<file path="config.mk">
export PLATFORM = sky130hd
export DESIGN_NAME = itree_walker
export DESIGN_NICKNAME = d
export VERILOG_FILES = /design/src/rtl/itw_pkg.sv /design/src/rtl/itw_addr_gen.sv /design/src/rtl/itw_node_buf.sv /design/src/rtl/itw_ctrl.sv /design/src/rtl/itree_walker.sv
export SDC_FILE = /design/constraint.sdc
export NUM_CORES = 1
export LEC_CHECK = 0
export CORE_AREA = 5 5 205 207
export CTS_CLUSTER_DIAMETER = 120
export DETAILED_ROUTE_END_ITERATION = 16
export DIE_AREA = 0 0 210 212
export GPL_TIMING_DRIVEN = 1
export PLACE_DENSITY = 0.79
export SETUP_SLACK_MARGIN = 0.5
export SYNTH_ARGS = -nofsm -noshare
export SYNTH_HDL_FRONTEND = slang
export SYNTH_SLANG_ARGS = --single-unit
</file>
<file path="constraint.sdc">
create_clock -name clk -period 4.7 [get_ports clk]
set_input_delay 1.175 -clock clk [delete_from_list [all_inputs] [get_ports clk]]
set_output_delay 1.175 -clock clk [all_outputs]
set_load 0.01 [all_outputs]
</file>
<file path="src/rtl/itw_pkg.sv">
package itw_pkg;

  typedef enum logic [2:0] {
    ST_IDLE     = 3'd0,
    ST_FETCH    = 3'd1,
    ST_WAIT_MEM = 3'd2,
    ST_CHECK    = 3'd3,
    ST_WAIT_MAC = 3'd4,
    ST_ROOT_CMP = 3'd5,
    ST_DONE_OK  = 3'd6,
    ST_FAULT    = 3'd7
  } walk_state_e;

  localparam logic [1:0] FC_NONE = 2'd0;
  localparam logic [1:0] FC_MAC  = 2'd1;
  localparam logic [1:0] FC_ROOT = 2'd2;

endpackage

</file>
<file path="src/rtl/itw_addr_gen.sv">
module itw_addr_gen #(
  parameter int MAX_LEVELS = 6,
  parameter int AW         = 32,
  parameter int ARITY_LOG2 = 3,
  parameter int LVL_W      = 3
) (
  input  logic [AW-1:0]            line_i,
  input  logic [LVL_W-1:0]         level_i,
  input  logic [MAX_LEVELS*AW-1:0] base_i,
  output logic [AW-1:0]            addr_o
);

  logic [AW-1:0] cand [MAX_LEVELS];

  // One candidate address per level; the shift is a constant per level.
  for (genvar g = 0; g < MAX_LEVELS; g++) begin : g_lvl
    localparam int SHIFT = ARITY_LOG2 * (g + 1);
    assign cand[g] = base_i[g*AW +: AW] + (line_i >> SHIFT);
  end

  always_comb begin
    addr_o = cand[0];
    for (int i = 1; i < MAX_LEVELS; i++) begin
      if (level_i == LVL_W'(i)) addr_o = cand[i];
    end
  end

endmodule

</file>
<file path="src/rtl/itw_node_buf.sv">
module itw_node_buf #(
  parameter int NODE_W = 64
) (
  input  logic              clk,
  input  logic              rst_n,
  input  logic              shift_en,
  input  logic [NODE_W-1:0] data_i,
  output logic [NODE_W-1:0] child_o,
  output logic [NODE_W-1:0] parent_o
);

  logic [NODE_W-1:0] child_q;
  logic [NODE_W-1:0] parent_q;

  // The newest node becomes the parent; the previous one moves down to child.
  always_ff @(posedge clk or negedge rst_n) begin
    if (!rst_n) begin
      child_q  <= '0;
      parent_q <= '0;
    end else if (shift_en) begin
      child_q  <= parent_q;
      parent_q <= data_i;
    end
  end

  assign child_o  = child_q;
  assign parent_o = parent_q;

endmodule

</file>
<file path="src/rtl/itw_ctrl.sv">
module itw_ctrl
  import itw_pkg::*;
#(
  parameter int MAX_LEVELS = 6,
  parameter int AW         = 32,
  parameter int LVL_W      = 3
) (
  input  logic             clk,
  input  logic             rst_n,
  input  logic             req_valid_i,
  output logic             req_ready_o,
  input  logic [AW-1:0]    req_line_i,
  input  logic [LVL_W-1:0] req_depth_i,
  output logic             rd_valid_o,
  input  logic             rd_ready_i,
  input  logic             rd_rsp_valid_i,
  output logic             mac_valid_o,
  input  logic             mac_ready_i,
  input  logic             mac_rsp_valid_i,
  input  logic             mac_rsp_ok_i,
  input  logic             root_match_i,
  input  logic             fault_clr_i,
  output logic [AW-1:0]    line_o,
  output logic [LVL_W-1:0] level_o,
  output logic             node_shift_o,
  output logic             pass_o,
  output logic             fault_o,
  output logic [1:0]       fault_code_o,
  output logic [LVL_W-1:0] fault_level_o
);

  localparam logic [LVL_W-1:0] LVL_ONE = LVL_W'(1);
  localparam logic [LVL_W-1:0] LVL_MAX = LVL_W'(MAX_LEVELS);

  walk_state_e      state_q, state_d;
  logic [LVL_W-1:0] level_q, level_d;
  logic             level_en;
  logic [LVL_W-1:0] depth_q, depth_clamped;
  logic [AW-1:0]    line_q;
  logic             load_en;
  logic [1:0]       fcode_q, fcode_d;
  logic [LVL_W-1:0] flevel_q, flevel_d;
  logic             fault_en;
  logic [LVL_W-1:0] top_lvl;

  // Requested depth clamped into 1..MAX_LEVELS.
  always_comb begin
    depth_clamped = req_depth_i;
    if (req_depth_i == '0)          depth_clamped = LVL_ONE;
    else if (req_depth_i > LVL_MAX) depth_clamped = LVL_MAX;
  end

  assign top_lvl = depth_q - LVL_ONE;

  // Next-state logic.
  always_comb begin
    state_d      = state_q;
    level_en     = 1'b0;
    level_d      = level_q;
    load_en      = 1'b0;
    node_shift_o = 1'b0;
    fault_en     = 1'b0;
    fcode_d      = fcode_q;
    flevel_d     = flevel_q;
    unique case (state_q)
      ST_IDLE: begin
        if (req_valid_i) begin
          load_en  = 1'b1;
          level_en = 1'b1;
          level_d  = '0;
          state_d  = ST_FETCH;
        end
      end
      ST_FETCH: begin
        if (rd_ready_i) state_d = ST_WAIT_MEM;
      end
      ST_WAIT_MEM: begin
        if (rd_rsp_valid_i) begin
          node_shift_o = 1'b1;
          if (level_q != '0) begin
            state_d = ST_CHECK;
          end else if (top_lvl == '0) begin
            state_d = ST_ROOT_CMP;
          end else begin
            level_en = 1'b1;
            level_d  = LVL_ONE;
            state_d  = ST_FETCH;
          end
        end
      end
      ST_CHECK: begin
        if (mac_ready_i) state_d = ST_WAIT_MAC;
      end
      ST_WAIT_MAC: begin
        if (mac_rsp_valid_i) begin
          if (!mac_rsp_ok_i) begin
            fault_en = 1'b1;
            fcode_d  = FC_MAC;
            flevel_d = level_q;
            state_d  = ST_FAULT;
          end else if (level_q == top_lvl) begin
            state_d = ST_ROOT_CMP;
          end else begin
            level_en = 1'b1;
            level_d  = level_q + LVL_ONE;
            state_d  = ST_FETCH;
          end
        end
      end
      ST_ROOT_CMP: begin
        if (root_match_i) begin
          state_d = ST_DONE_OK;
        end else begin
          fault_en = 1'b1;
          fcode_d  = FC_ROOT;
          flevel_d = depth_q;
          state_d  = ST_FAULT;
        end
      end
      ST_DONE_OK: begin
        state_d = ST_IDLE;
      end
      ST_FAULT: begin
        if (fault_clr_i) begin
          fault_en = 1'b1;
          fcode_d  = FC_NONE;
          flevel_d = '0;
          state_d  = ST_IDLE;
        end
      end
      default: state_d = ST_IDLE;
    endcase
  end

  // Registers with explicit enables.
  always_ff @(posedge clk or negedge rst_n) begin
    if (!rst_n) begin
      state_q <= ST_IDLE;
    end else begin
      state_q <= state_d;
    end
  end

  always_ff @(posedge clk or negedge rst_n) begin
    if (!rst_n) begin
      level_q <= '0;
    end else if (level_en) begin
      level_q <= level_d;
    end
  end

  always_ff @(posedge clk or negedge rst_n) begin
    if (!rst_n) begin
      depth_q <= LVL_ONE;
      line_q  <= '0;
    end else if (load_en) begin
      depth_q <= depth_clamped;
      line_q  <= req_line_i;
    end
  end

  always_ff @(posedge clk or negedge rst_n) begin
    if (!rst_n) begin
      fcode_q  <= FC_NONE;
      flevel_q <= '0;
    end else if (fault_en) begin
      fcode_q  <= fcode_d;
      flevel_q <= flevel_d;
    end
  end

  assign req_ready_o   = (state_q == ST_IDLE);
  assign rd_valid_o    = (state_q == ST_FETCH);
  assign mac_valid_o   = (state_q == ST_CHECK);
  assign pass_o        = (state_q == ST_DONE_OK);
  assign fault_o       = (state_q == ST_FAULT);
  assign fault_code_o  = fcode_q;
  assign fault_level_o = flevel_q;
  assign line_o        = line_q;
  assign level_o       = level_q;

endmodule

</file>
<file path="src/rtl/itree_walker.sv">
module itree_walker #(
  parameter int MAX_LEVELS = 6,
  parameter int AW         = 32,
  parameter int NODE_W     = 64,
  parameter int ARITY_LOG2 = 3
) (
  input  logic                              clk,
  input  logic                              rst_n,
  input  logic                              walk_valid_i,
  output logic                              walk_ready_o,
  input  logic [AW-1:0]                     walk_line_i,
  input  logic [$clog2(MAX_LEVELS+1)-1:0]   walk_depth_i,
  input  logic [MAX_LEVELS*AW-1:0]          lvl_base_i,
  input  logic [NODE_W-1:0]                 root_i,
  output logic                              rd_valid_o,
  input  logic                              rd_ready_i,
  output logic [AW-1:0]                     rd_addr_o,
  input  logic                              rd_rsp_valid_i,
  input  logic [NODE_W-1:0]                 rd_rsp_data_i,
  output logic                              mac_valid_o,
  input  logic                              mac_ready_i,
  output logic [NODE_W-1:0]                 mac_child_o,
  output logic [NODE_W-1:0]                 mac_parent_o,
  output logic [$clog2(MAX_LEVELS+1)-1:0]   mac_level_o,
  input  logic                              mac_rsp_valid_i,
  input  logic                              mac_rsp_ok_i,
  input  logic                              fault_clr_i,
  output logic                              pass_o,
  output logic                              fault_o,
  output logic [1:0]                        fault_code_o,
  output logic [$clog2(MAX_LEVELS+1)-1:0]   fault_level_o
);

  localparam int LVL_W = $clog2(MAX_LEVELS + 1);

  logic [AW-1:0]     line_q;
  logic [LVL_W-1:0]  level_q;
  logic              node_shift;
  logic [NODE_W-1:0] child_node;
  logic [NODE_W-1:0] parent_node;
  logic              root_match;

  assign root_match = (parent_node == root_i);

  itw_ctrl #(
    .MAX_LEVELS(MAX_LEVELS),
    .AW        (AW),
    .LVL_W     (LVL_W)
  ) u_ctrl (
    .clk            (clk),
    .rst_n          (rst_n),
    .req_valid_i    (walk_valid_i),
    .req_ready_o    (walk_ready_o),
    .req_line_i     (walk_line_i),
    .req_depth_i    (walk_depth_i),
    .rd_valid_o     (rd_valid_o),
    .rd_ready_i     (rd_ready_i),
    .rd_rsp_valid_i (rd_rsp_valid_i),
    .mac_valid_o    (mac_valid_o),
    .mac_ready_i    (mac_ready_i),
    .mac_rsp_valid_i(mac_rsp_valid_i),
    .mac_rsp_ok_i   (mac_rsp_ok_i),
    .root_match_i   (root_match),
    .fault_clr_i    (fault_clr_i),
    .line_o         (line_q),
    .level_o        (level_q),
    .node_shift_o   (node_shift),
    .pass_o         (pass_o),
    .fault_o        (fault_o),
    .fault_code_o   (fault_code_o),
    .fault_level_o  (fault_level_o)
  );

  itw_addr_gen #(
    .MAX_LEVELS(MAX_LEVELS),
    .AW        (AW),
    .ARITY_LOG2(ARITY_LOG2),
    .LVL_W     (LVL_W)
  ) u_addr (
    .line_i (line_q),
    .level_i(level_q),
    .base_i (lvl_base_i),
    .addr_o (rd_addr_o)
  );

  itw_node_buf #(
    .NODE_W(NODE_W)
  ) u_nodes (
    .clk     (clk),
    .rst_n   (rst_n),
    .shift_en(node_shift),
    .data_i  (rd_rsp_data_i),
    .child_o (child_node),
    .parent_o(parent_node)
  );

  assign mac_child_o  = child_node;
  assign mac_parent_o = parent_node;
  assign mac_level_o  = level_q;

endmodule

</file>
==> impl_metrics.yaml, run 1 <==
sta:
  hold_ws_ns: 0.484
  slew_viol_final: 0
  rsz0062_at_grt: "true"
  setup_ws_ns: -0.515
  hold_viol: 0
  tightest_slew_ns: 0.898
  period_share_pct: 111
  clock_skew_ns: 0.0209
  finalSetupViolCount: 23
  fin_crit_ns: 5.21
  fmaxAchievable_mhz: 192
  slew_headroom_pct: 40.2
  setup_tns_ns: -7.76
cells_and_area:
  areaGrowthSynthToFinish_pct: 81.0
  fin_util_pct: 72.1
  final_cells: 3344
  drive_gt1_share_pct: 41.5
  nets: 3286
critical_path:
  critical_path.max_stage_delay_ns: 0.47
  rrSetupSlack_ns: 1.97
  cp_max_fo: 3
  critPathTopFamily: "compound AO/OA/AOI/OAI gates"
  crit_required_ns: 3.52
  end_kind: "output pin"
  crit_arrival_ns: 4.04
  rr_worst_depth: 9
  path_class: "primary input to output pin"
  start_kind: "primary input"
  crit_slowest_cell: "a2111o_1"
  rr_startpoint: "u_nodes.parent_o[14]$_DFFE_PN0P_"
  worst-path-buf-inv: 3
  crit_chain: "buf_6 > ha_4 > fa_2 > a21oi_4 > o21ai_2 > a21oi_2 > o21ai_4 > buf_6 > a211oi_4 > o41ai_4 > a2111o_1 > a211oi_4 > a211oi_2 > a2bb2oi_2 > buf_2"
  r2r-end: "u_ctrl.fault_level_o[0]$_DFFE_PN0P_"
  crit_cells: 15
min_path:
  holdPathStages: 1
  min_from: "u_ctrl.fault_code_o[0]$_DFFE_PN0P_"
  whs_endpoint: "u_ctrl.fault_code_o[0]$_DFFE_PN0P_"
  holdCritPathClass: "register to register"
synthesis:
  yosys_most_used_dff: "dfrtp_1"
  ys_types: 93
  yosysMostFrequentCell: "dfrtp_1"
  synth_commonest_cells: "170 x dfrtp_1, 158 x xnor2_1, 157 x mux2_2"
  yosys-top-cells-area: "dfrtp_1 27%, mux2_2 11%, ha_1 11%"
  yosysTopAreaCell: "dfrtp_1"
  synth_top_area_share_pct: 26.6
  synth_seq_cells: 171
  async_reset_ff_share_pct: 100
  yosys_warnings: 0
  syn-num-nets: 2271
  synth-edff-count: 0
  synth.cell_area_sq_um: 16000
  syn-mean-instance-area_sq_um: 9.06
  seq_area_frac_synth_pct: 26.8
  synthCells: 1765
grt:
  grt_first_pass_wirelength_um: 121000
  antenna_found_initial: 30
  grt_max_degree: 129
  overflow: 0
  grt_pass1_vias: 20600
  track_usage_pct: 35.3
pwr:
  seqPwrFrac_pct: 14.7
  switching_share_pct: 44.9
  leakagePower_uw: 0.0123
  p_sw_uw: 9790
  power_uw: 21800
  internal_power_uw: 12000
  clkPwrFrac_pct: 7.1
  comb_power_share_pct: 78.2
  ir_drop_mv: 0.463
  powerDensity_nw_per_um2: 753
clocking:
  h-tree-depth: 4
  clk_pin_slew_ns: 0.07
  clockRootBuffer: "clkbuf_16"
  clk_path_buf_depth: 2
  clk_latency_ns: 0.46
  cts_hold_buf: 0
  cts_made_buffers: 17
  clkSinkCount: 171
  cts_tree: "yes"
floorplan:
  die_w_um: 210
  fp-row-count: 74
  pin_count: 537
  die_h_um: 212
  start_util_pct: 39.8
  core-area_sq_um: 40200
  die-area_sq_um: 44500
routing:
  vias: 19100
  viasPerCell: 5.72
  drtIter0Drc: 1180
  drt-pass1-iter-count: 6
  drt_wl_total_um: 83200
  drc: 0
  ant_nets: 0
  wire_per_inst_um: 24.9
placed_design:
  io_buffers: 533
  hpwl_um: 64100
  place.gp.congestion: 1.00
  dp_cells: 3203
status:
  failed_checks: "negative setup slack"
  status: "complete, but fails checks"
job:
  max_cap_violations: 0
worst register-to-register path, delay by kind of cell, from the launching register on:
family                    cells  cell delay (ns)
and+or+nand+nor               6             1.40
DFF                           1             0.47
AOI/OAI and AO/OA             1             0.27
xor gates and xnor gates      1             0.22
buffers and inverters         1             0.23
sequential cells by signal, summed over array words and instances (netlist names):
signal / cells
u_ctrl.line_o: 29
u_ctrl.fault_code_o: 2
u_nodes.parent_o: 64
u_ctrl.depth_q: 3
u_ctrl.level_o: 3
u_ctrl.fault_level_o: 3
u_ctrl.state_q: 3
u_nodes.child_o: 64
routing by layer:
metal	track usage, %	vias up	share of wire, %
met5	0	-	0.099
li1	-	8603	-
met1	37.2	9282	35
met4	22.6	14	7.7
met2	63.1	906	50
met3	8.84	310	7.3
worst max-delay path by stage:
| stage | start | slack, ns | to |
|---|---|---|---|
| global placement | lvl_base_i[160] | -1.39 | rd_addr_o[30] |
| finish | lvl_base_i[0] | -0.51 | rd_addr_o[28] |
| CTS | lvl_base_i[0] | -0.55 | rd_addr_o[28] |
| global route | lvl_base_i[0] | -0.65 | rd_addr_o[26] |
| floorplan | lvl_base_i[64] | -0.13 | rd_addr_o[26] |
| detailed placement | lvl_base_i[160] | -1.45 | rd_addr_o[30] |
placed cells by master (no fill, tap or decap), drive strengths merged, types with 6 or more instances in the layout:
cell type      Yosys  final
buf               11    583
diode              0     19
o22ai             15     15
dfrtp            170    170
o21a              16     16
o31a               6      6
nand2b            13     13
o221ai             7      7
and3              26     26
a221o              9      9
clkdlybuf4s50      0    420
o31ai             10     10
xnor2            158    158
a31oi             21     21
nand2            127    127
nand4             33     33
and2              11     11
a21o              61     61
o21bai            14     14
clkdlybuf4s15      0      9
nor3              26     26
dlygate4sd2        0     42
o211ai            19     19
xor2              58     58
nor2             112    112
nand3             43     43
inv               43     52
a21oi            132    132
o21ai            120    120
fa                 6      6
mux2             157    157
a211oi            43     43
a211o              6      6
clkbuf            52     21
a221oi            10     10
ha               136    136
nor2b             16     16
stage by stage:
step	setup WS (ns)	cell area (sq um)
CTS	-0.549	28200
floorplan	-0.128	16500
finish	-0.515	29000
global route	-0.646	29000
detailed placement	-1.45	25600
global placement	-1.39	25600
kinds of logic (layout without fill, tap and decap cells):
family | count (synthesis) | count (layout) | share of synthesized area (%)
and+or+nand+nor | 432 | 432 | 12.8
other | 0 | 19 | 0
AOI/OAI and AO/OA | 537 | 537 | 23.0
DFF | 171 | 171 | 26.8
adders and majority gates | 142 | 142 | 11.4
xor gates and xnor gates | 216 | 216 | 11.8
muxes | 161 | 161 | 11.4
buffers and inverters | 106 | 1134 | 2.82
what timing repair did:
item                       in CTS  in global routing
pin swaps                     298                121
setup endpoints to repair      32                 31
setup buffers                  64                 26
gates resized for setup       625                103
cell type report:
class                   instances  area (sq um)
diodes                         19          47.5
clock buffers                  18           429
clock inverters                14           198
fillers                      2783         11200
inverters                      43           161
multi-input cells            1488         13900
flip-flops and latches        171          4280
well taps                     532           666
repair buffers               1059          9300
power groups by stage:
stage	Combinational, uW	Sequential, uW	Clock [uW]
2_1_floorplan	6970	3130	0
3_3_place_gp	13900	3080	0
3_5_place_dp	14100	3130	0
4_1_cts	15900	3190	1570
5_1_grt	18100	3300	1640
6_report	17100	3210	1550
(Power assumes the default switching activity.)
==> run 2: changes to the inputs <==
- CORE_AREA: 5 5 205 207 -> 2 2 208 210
- PLACE_DENSITY: 0.79 -> 0.75
==> run 2 against run 1 <==
Fmax decreased by 3.2%. Sequential power about the same. Total power increased by 0.26%. The run still ends with negative setup slack left. Register-to-register slack improved by 0.12 ns. Clock power decreased by 3%. Flip-flop and latch count unchanged.
==> impl_metrics.yaml, run 2 (same netlist as run 1, synthesis figures left out) <==
status:
  status: "complete, but fails checks"
  failed_checks: "negative setup slack"
sta:
  clock_skew_ns: 0.0133
  period_share_pct: 115
  slew_viol_final: 0
  fin_crit_ns: 5.39
  fmaxAchievable_mhz: 186
  tightest_slew_ns: 0.750
  setup_ws_ns: -0.689
  finalSetupViolCount: 26
  rsz0062_at_grt: "true"
  hold_viol: 0
  setup_tns_ns: -10.13
  slew_headroom_pct: 50.0
critical_path:
  crit_arrival_ns: 4.21
  rr_startpoint: "u_nodes.parent_o[10]$_DFFE_PN0P_"
  critical_path.max_stage_delay_ns: 0.42
  worst-path-buf-inv: 5
  r2r-end: "u_ctrl.fault_level_o[0]$_DFFE_PN0P_"
  critical_path.endpoint: "rd_addr_o[28]"
  rrSetupSlack_ns: 2.09
  path_class: "primary input to output pin"
  end_kind: "output pin"
  crit_slowest_cell: "fa_2"
  crit_chain: "buf_6 > ha_4 > fa_2 > a21oi_4 > o21ai_2 > a21oi_2 > o21ai_4 > buf_6 > a211oi_4 > buf_4 > o41ai_4 > a2111o_1 > a211oi_2 > buf_4 > a211oi_2 > a2bb2oi_2 > buf_2"
  critPathTopFamily: "compound AO/OA/AOI/OAI gates"
  startpoint: "lvl_base_i[0]"
  cp_max_fo: 3
  rr_worst_depth: 9
  crit_required_ns: 3.52
  crit_cells: 17
  start_kind: "primary input"
floorplan:
  start_util_pct: 37.6
  die-area_sq_um: 44500
  fp-row-count: 76
  core-area_sq_um: 42500
  pin_count: 537
  die_w_um: 210
  die_h_um: 212
routing:
  drc: 0
  wire_per_inst_um: 24.6
  drt_wl_total_um: 82700
  ant_nets: 0
  routed-wl-met3_um: 6070
  drt-met1-wl_um: 29600
  vias: 19100
  viasPerCell: 5.69
  drtIter0Drc: 1149
  routed.top_layer: "met5"
  drt-pass1-iter-count: 7
  wl_met2_um: 40400
placed_design:
  hpwl_um: 63000
  place.gp.congestion: 1.01
  io_buffers: 533
cells_and_area:
  fillers: 3181
  areaGrowthSynthToFinish_pct: 81.3
  fin_util_pct: 68.3
  layout_commonest_cell: "buf_4"
  layout_common_cells: "476 x buf_4, 420 x clkdlybuf4s50_1, 169 x dfrtp_1"
  drive_gt1_share_pct: 41.9
  nets: 3284
pwr:
  ir_drop_mv: 0.399
  powerDensity_nw_per_um2: 754
  power_uw: 21900
  leakagePower_uw: 0.0122
min_path:
  holdCritPathClass: "register to register"
clocking:
  clk_pin_slew_ns: 0.08
  clockRootBuffer: "clkbuf_16"
  cts_tree: "yes"
  h-tree-depth: 4
  clkSinkCount: 171
  cts_hold_buf: 0
  clk_path_buf_depth: 2
  cts_made_buffers: 17
  clk_latency_ns: 0.46
grt:
  overflow: 0
  grt_pass1_vias: 20200
  grt_first_pass_wirelength_um: 120000
  track_usage_pct: 35.7
  antenna_found_initial: 27
  grt_max_degree: 129
job:
  max_cap_violations: 0
[run 2: cell count changes in the layout (fill, tap and decap cells not counted), sizes merged]
cell and change:
buf -3, bufinv -1, clkbuf +3, clkdlybuf4s15 -1, clkdlybuf4s18 +1, clkinv +4, diode +5, dlygate4sd2 -2
inv -3
[run 2: final cells by class]
class	count	area, sq um	area share (%)
multi-input combinational	1488	13900	48.0
inverter	43	161	0.556
antenna	24	60.1	0.207
clock inverter	14	174	0.599
tap	546	683	2.35
sequential	171	4280	14.8
clock buffer	18	439	1.51
timing repair buffer	1057	9280	32.0
[run 2: routing by layer]
layer	vias up	GRT usage, %
met2	900	63.5
met3	322	8.95
met1	9286	37.2
met4	10	24.4
met5	-	0
li1	8601	-
[run 2: through the flow]
step | setup slack (ns) | hold slack, ns | cell area (sq um) | instances
6_report | -0.689 | 0.492 | 29000 | 3361
5_1_grt | -0.790 | 0.507 | 29000 | 3356
4_1_cts | -0.603 | 0.497 | 28300 | 3314
3_5_place_dp | -1.43 | 0.475 | 25600 | 3219
3_3_place_gp | -1.38 | 0.470 | 25600 | 3219
2_1_floorplan | -0.128 | 0.512 | 16500 | 1765
[run 2: what timing repair did]
item | 4_1_cts | 5_1_grt
buffers inserted | 63 | 23
endpoints found under the setup margin | 32 | 32
pin swaps | 291 | 140
gates resized for setup | 629 | 126
[run 2: worst min-delay path by stage]
stage,end,startpoint,depth (start not counted),slack (ns)
floorplan,u_ctrl.fault_code_o[1]$_DFFE_PN0P_,u_ctrl.fault_code_o[1]$_DFFE_PN0P_,2,0.51
global placement,u_ctrl.fault_code_o[1]$_DFFE_PN0P_,u_ctrl.fault_code_o[1]$_DFFE_PN0P_,2,0.47
detailed placement,u_ctrl.fault_code_o[1]$_DFFE_PN0P_,u_ctrl.fault_code_o[1]$_DFFE_PN0P_,2,0.48
CTS,u_ctrl.fault_code_o[1]$_DFFE_PN0P_,u_ctrl.fault_code_o[1]$_DFFE_PN0P_,2,0.50
global route,u_ctrl.fault_code_o[1]$_DFFE_PN0P_,u_ctrl.fault_code_o[1]$_DFFE_PN0P_,2,0.51
finish,u_ctrl.fault_code_o[1]$_DFFE_PN0P_,u_ctrl.fault_code_o[1]$_DFFE_PN0P_,2,0.49
[run 2: report_power, final]
| group | total [uW] | switching, uW | internal [uW] |
|---|---|---|---|
| registers | 3210 | 1010 | 2200 |
| clock network | 1510 | 732 | 778 |
| logic | 17200 | 8130 | 9020 |
[run 2: worst register-to-register path, cell delays in order, from the launching register on]
cell	delay (ns)
dfrtp_1	0.44
xnor2_1	0.24
nand4_1	0.17
nor4_1	0.53
buf_4	0.22
nand4_1	0.13
nand3_1	0.15
and2_1	0.28
nor2_1	0.08
a221o_1	0.27
